### src/rtl/gsser_pkg.sv
package gsser_pkg;
  localparam int GS_BITS       = 12;
  localparam int CH_PER_CHIP   = 16;
  localparam int FLUSH_BYTES   = 25;

  function automatic int chan_count(input int chips);
    return chips * CH_PER_CHIP;
  endfunction

  function automatic int frame_bits(input int chips);
    return chips * CH_PER_CHIP * GS_BITS;
  endfunction

  function automatic int flush_bits(input int chips);
    return chips * FLUSH_BYTES * 8;
  endfunction

  typedef enum logic [1:0] {
    ST_FLUSH = 2'd0,
    ST_LATCH = 2'd1,
    ST_IDLE  = 2'd2,
    ST_SEND  = 2'd3
  } seq_state_t;
endpackage

### src/rtl/gsser_store.sv
module gsser_store #(
  parameter int NCH   = 16,
  parameter int IDX_W = 5,
  parameter int GS_W  = 12
) (
  input  logic                  clk,
  input  logic                  rst_n,
  input  logic                  wr_en,
  input  logic [IDX_W-1:0]      wr_idx,
  input  logic [GS_W-1:0]       wr_data,
  output logic                  wr_ok,
  output logic [NCH*GS_W-1:0]   levels
);
  localparam logic [IDX_W-1:0] NCH_L = IDX_W'(NCH);

  assign wr_ok = wr_en && (wr_idx < NCH_L);

  // one register per channel; channel g occupies bits [g*GS_W +: GS_W]
  for (genvar g = 0; g < NCH; g++) begin : g_chan
    logic [GS_W-1:0] lvl_q;
    always_ff @(posedge clk or negedge rst_n) begin
      if (!rst_n)
        lvl_q <= '0;
      else if (wr_ok && (wr_idx == IDX_W'(g)))
        lvl_q <= wr_data;
    end
    assign levels[g*GS_W +: GS_W] = lvl_q;
  end
endmodule

### src/rtl/gsser_shifter.sv
module gsser_shifter #(
  parameter int SR_W       = 192,
  parameter int CNT_W      = 9,
  parameter int CLK_DIV    = 2,
  parameter int RESET_BITS = 200
) (
  input  logic              clk,
  input  logic              rst_n,
  input  logic              load,
  input  logic [SR_W-1:0]   load_data,
  input  logic [CNT_W-1:0]  load_bits,
  output logic              sclk,
  output logic              sdata,
  output logic              finish
);
  localparam int PH_W = (CLK_DIV > 2) ? $clog2(CLK_DIV) : 1;
  localparam logic [PH_W-1:0] PH_LAST = PH_W'(CLK_DIV - 1);
  localparam logic [PH_W-1:0] PH_HIGH = PH_W'(CLK_DIV / 2);

  logic [SR_W-1:0]  shreg_q;
  logic [CNT_W-1:0] left_q;
  logic [PH_W-1:0]  ph_q;
  logic             active_q;
  logic             bit_end;

  assign bit_end = active_q && (ph_q == PH_LAST);
  assign finish  = bit_end && (left_q == CNT_W'(1));

  // reset state is a running zero flush of RESET_BITS bits
  always_ff @(posedge clk or negedge rst_n) begin
    if (!rst_n) begin
      shreg_q  <= '0;
      left_q   <= CNT_W'(RESET_BITS);
      ph_q     <= '0;
      active_q <= 1'b1;
    end else if (load) begin
      shreg_q  <= load_data;
      left_q   <= load_bits;
      ph_q     <= '0;
      active_q <= (load_bits != '0);
    end else if (bit_end) begin
      shreg_q  <= {shreg_q[SR_W-2:0], 1'b0};
      left_q   <= left_q - CNT_W'(1);
      ph_q     <= '0;
      if (left_q == CNT_W'(1)) active_q <= 1'b0;
    end else if (active_q) begin
      ph_q <= ph_q + PH_W'(1);
    end
  end

  assign sclk  = active_q && (ph_q >= PH_HIGH);
  assign sdata = active_q && shreg_q[SR_W-1];
endmodule

### src/rtl/gs_frame_serializer.sv
module gs_frame_serializer #(
  parameter int NUM_CHIPS = 1,
  parameter int CLK_DIV   = 2,
  localparam int NCH      = gsser_pkg::chan_count(NUM_CHIPS),
  localparam int IDX_W    = $clog2(NCH) + 1
) (
  input  logic              clk,
  input  logic              rst_n,
  input  logic              wr_en,
  input  logic [IDX_W-1:0]  wr_idx,
  input  logic [11:0]       wr_data,
  input  logic              frame_req,
  output logic              sclk,
  output logic              sdata,
  output logic              busy,
  output logic              ready,
  output logic              latch_req,
  output logic              done,
  output logic              dirty
);
  import gsser_pkg::*;

  localparam int FRAME_BITS = frame_bits(NUM_CHIPS);
  localparam int FLUSH_BITS = flush_bits(NUM_CHIPS);
  localparam int CNT_W      = $clog2(FLUSH_BITS + 1);

  seq_state_t state_q;
  logic [FRAME_BITS-1:0] levels;
  logic wr_ok;
  logic start_evt;
  logic finish_w;
  logic done_q;
  logic dirty_q;

  gsser_store #(.NCH(NCH), .IDX_W(IDX_W), .GS_W(GS_BITS)) u_store (
    .clk(clk), .rst_n(rst_n), .wr_en(wr_en), .wr_idx(wr_idx),
    .wr_data(wr_data), .wr_ok(wr_ok), .levels(levels)
  );

  // highest channel sits at the MSB end, so shifting left sends it first
  gsser_shifter #(.SR_W(FRAME_BITS), .CNT_W(CNT_W), .CLK_DIV(CLK_DIV),
                  .RESET_BITS(FLUSH_BITS)) u_shift (
    .clk(clk), .rst_n(rst_n), .load(start_evt), .load_data(levels),
    .load_bits(CNT_W'(FRAME_BITS)), .sclk(sclk), .sdata(sdata),
    .finish(finish_w)
  );

  assign start_evt = (state_q == ST_IDLE) && frame_req;

  always_ff @(posedge clk or negedge rst_n) begin
    if (!rst_n) begin
      state_q <= ST_FLUSH;
      done_q  <= 1'b0;
      dirty_q <= 1'b0;
    end else begin
      done_q <= (state_q == ST_SEND) && finish_w;
      if (wr_ok)          dirty_q <= 1'b1;
      else if (start_evt) dirty_q <= 1'b0;
      unique case (state_q)
        ST_FLUSH: if (finish_w)  state_q <= ST_LATCH;
        ST_LATCH:                state_q <= ST_IDLE;
        ST_IDLE:  if (frame_req) state_q <= ST_SEND;
        ST_SEND:  if (finish_w)  state_q <= ST_IDLE;
        default:                 state_q <= ST_FLUSH;
      endcase
    end
  end

  assign busy      = (state_q != ST_IDLE);
  assign ready     = (state_q == ST_IDLE) || (state_q == ST_SEND);
  assign latch_req = (state_q == ST_LATCH);
  assign done      = done_q;
  assign dirty     = dirty_q;
endmodule

### config.mk
export PLATFORM = sky130hd
export DESIGN_NAME = gs_frame_serializer
export DESIGN_NICKNAME = d
export VERILOG_FILES = /design/src/rtl/gsser_pkg.sv /design/src/rtl/gsser_store.sv /design/src/rtl/gsser_shifter.sv /design/src/rtl/gs_frame_serializer.sv
export SDC_FILE = /design/constraint.sdc
export NUM_CORES = 1
export LEC_CHECK = 0
export ABC_AREA = 1
export BUFFER_PORTS_ARGS = -buffer_cell sky130_fd_sc_hd__buf_2
export CAP_MARGIN = 25
export CORE_UTILIZATION = 50
export DETAILED_ROUTE_END_ITERATION = 10
export PLACE_DENSITY = 0.71
export SYNTH_ARGS = -nofsm -noshare
export SYNTH_HDL_FRONTEND = slang
export SYNTH_SLANG_ARGS = --single-unit
export TNS_END_PERCENT = 1
### constraint.sdc
create_clock -name clk -period 3 [get_ports clk]
set_input_delay 0.45 -clock clk [delete_from_list [all_inputs] [get_ports clk]]
set_output_delay 0.45 -clock clk [all_outputs]
set_load 0.1 [all_outputs]
==> impl_metrics.toml <==
[synth]
syn-cell-area_um2 = 16900
synthesis.area_per_instance_um2 = 9.29
postSynth.asyncResetShare = 1.00
synth.top_cell.area_share = 0.584
ys.warnings.count = 0
ys.flop_type = "dfrtp_1"
synth_top_family_by_area = "simple AND/OR/NAND/NOR gates"
synth.area.mux_share = 0
simple_gate_fraction_of_synth_area = 0.277
synth_xor_xnor_area_share = 0
post_synth_cell_types = 27
post-synth-top-area-cell = "dfrtp_1"
syn_inst = 1818
synth_seq_area_share = 0.590
postSynthRegisterBits = 398
syn_nets = 1841
synth_enable_flop_cells = 0
synth_top_cells_by_count = "nand3_1, nand2_1, dfrtp_1"
synth-compound-area-share = 0.0715
synthMostInstantiatedCell = "nand3_1"
synth_area_in_adders = 0.00148
yosys-top-cells-area = "dfrtp_1, nand3_1, nand2_1"

[clock_network]
clkTransAtPathRegs_ps = 60
cts_buffers = 40
cts_num_sinks = 398
clock_insertion_delay_worst_skew_ps = 530
cts_htree_levels = 2
cts_tree = "done"
ctsRootBufferMaster = "clkbuf_16"
postCtsSetupRepairBufs = 0
cts_buffer_depth = 3

[sta]
timing.final.crit_share = 0.728
drv_slew = 0
worstMarginPinSlew_ps = 1020
setup-violations-final = 0
slew-limit-headroom = 0.317
min_hold_slack_ps = 297
fmax_ghz = 0.458
hold_viol = 0
finalSetupTns_ps = 0
finalClockSkew_ps = 12.0
period_minus_slack_ps = 2180
setup_repair_after_global_routing_missed_its_margin = "false"

[setup_path]
max_stage_delay_ps = 590
required_ps = 2550
worstPathArrival_ps = 1730
setup.worst_path.start_class = "register"
crit_path_top_delay_cell = "dfstp_2"
reg2reg_slack_ps = 1100
path_cells = "nand2_4, inv_6, buf_12"
worst_reg2reg_path_startpoint = "state_q[0]"
setup.worst_path.class = "reg -> out"
worstSetupEndpointType = "output pin"
r2r_endpoint = "u_shift.shreg_q[7]"
reg2regPathDepth = 6
worstPathMaxFanout = 40

[detailed_routing]
dr.pass1.iters = 5
vias_per_cell = 5.71
detail_route.iter0.violations = 1201
drc_violations_left = 0
via_count = 12800
route.final.wire_length_mm = 38.5
drtAntennaViolNets = 0
avgRoutedWirePerCell_um = 17.2

[floorplan]
coreArea_um2 = 32900
i_o_pin_count = 28
area_of_the_die_um2 = 34500
placement_rows = 66
start_util = 0.514
fp.dieW_um = 186
die_h_um = 186

[finish]
n_antenna_cell = 0
finalNetCount = 1793
area_delta_synth_final_pct = 9.75
drive_above_1_share = 0.111
utilization = 0.564
final_cell_count_no_fill = 2240

[pwr]
design_power_total_mw = 15.9
ir_worst_vdd_v = 0.000605
power-per-cell-area_nw_per_um2 = 861
leak_pwr_nw = 8.89

[job]
max-cap-violations = 0

[worst_hold_path]
hold-path-cell-count = 3
timing.hold.worst.class = "in -> reg"
worst_hold_startpoint = "wr_en"
whs_endpoint = "dirty"

[global_routing]
grt_pass1_vias = 12300
maximum_number_of_pins_on_one_net_before_global_route_repair = 194
grt_first_pass_wirelength_mm = 63.4
globalRoute.totalOverflow = 0
grt_resource_usage_total = 0.233
grt_antenna_before_repair = 0

[placement]
io_buffer_count = 27
globalplace.congestion = 0.738
place_hpwl_mm = 20.3
dp_cells = 2169

[outcome]
outcome = "completed"
-- report_power, final --
part	internal [mW]	switching (mW)
combinational	1.05	2.13
sequential	6.75	0.753
clock	3.24	2.02
total	11.0	4.90
-- kinds of logic (layout without fill, tap and decap cells) --
group | after synthesis | after routing
AOI/OAI and AO/OA | 203 | 203
adders and majority gates | 2 | 2
buffers and inverters | 185 | 165
DFF | 398 | 398
and+or+nand+nor | 1030 | 1030
-- worst max-delay path, delay by kind of cell, from the launching register on --
| kind | cells | cell delay [ps] |
|---|---|---|
| DFF | 1 | 590 |
| buffers and inverters | 2 | 530 |
| and+or+nand+nor | 1 | 100 |
-- worst max path at each step --
stage	from	end	slack (ps)	cells past startpoint
floorplan	u_shift.active_q	sclk	760	3
global placement	wr_idx[4]	u_store.g_chan[0].lvl_q[0]	880	7
detailed placement	wr_idx[4]	u_store.g_chan[0].lvl_q[1]	710	6
CTS	u_shift.active_q	sdata	780	3
global route	u_shift.active_q	sclk	750	3
finish	u_shift.active_q	sclk	820	3
-- layout by cell type, fill, tap and decap left out, types with 3 or more instances in the layout --
cell and n:
inv_1 30, nand2_2 13, dfrtp_1 394, nand4_1 3, buf_4 23, bufinv_16 4
a21oi_1 3, o21ai_2 49, nand3_1 576, o21ai_0 47, nand2_1 409, nor3_4 3
buf_2 25, buf_12 11, clkbuf_8 16, clkbuf_16 41, clkbuf_1 6, o21ai_1 100
nor2_1 23, dfstp_2 4
-- flip-flops by register name (all words and copies together) (netlist names) --
| signal | flops |
|---|---|
| u_shift.shreg_q | 192 |
| u_shift.ph_q | 1 |
| done | 1 |
| u_shift.active_q | 1 |
| dirty | 1 |
| u_shift.left_q | 8 |
| state_q | 2 |
| u_store.g_chan.lvl_q | 192 |
-- layout make-up --
| type | instances | area [µm²] |
|---|---|---|
| Inverter | 34 | 140 |
| Timing Repair Buffer | 61 | 543 |
| Clock buffer | 63 | 1270 |
| Sequential cell | 398 | 9960 |
| Clock inverter | 7 | 139 |
| Multi-Input combinational cell | 1235 | 5920 |
| Tap cell | 442 | 553 |
| Fill cell | 2912 | 14300 |
-- stage by stage --
stage / worst slack [ps] / cell area (µm²)
after global placement: 876 / 17100
after CTS: 780 / 18500
after global routing: 751 / 18500
after detailed placement: 712 / 17100
after floorplan: 763 / 16900
final: 817 / 18500
-- metal layers --
layer / global-route usage / wire length [µm] / up-vias / part of all wire
met5: 0 / 0 / - / 0
met4: 0.0787 / 1070 / 0 / 0.028
met3: 0.0290 / 1920 / 74 / 0.050
met2: 0.399 / 18700 / 309 / 0.49
met1: 0.306 / 16700 / 6357 / 0.44
li1: - / - / 6053 / -
-- what timing repair did --
action / CTS / global route
hold endpoints to repair: 69 / 0
hold buffers: 1 / 0
resized for setup: 0 / 0
Note: power is estimated with default switching activity, not from simulation.
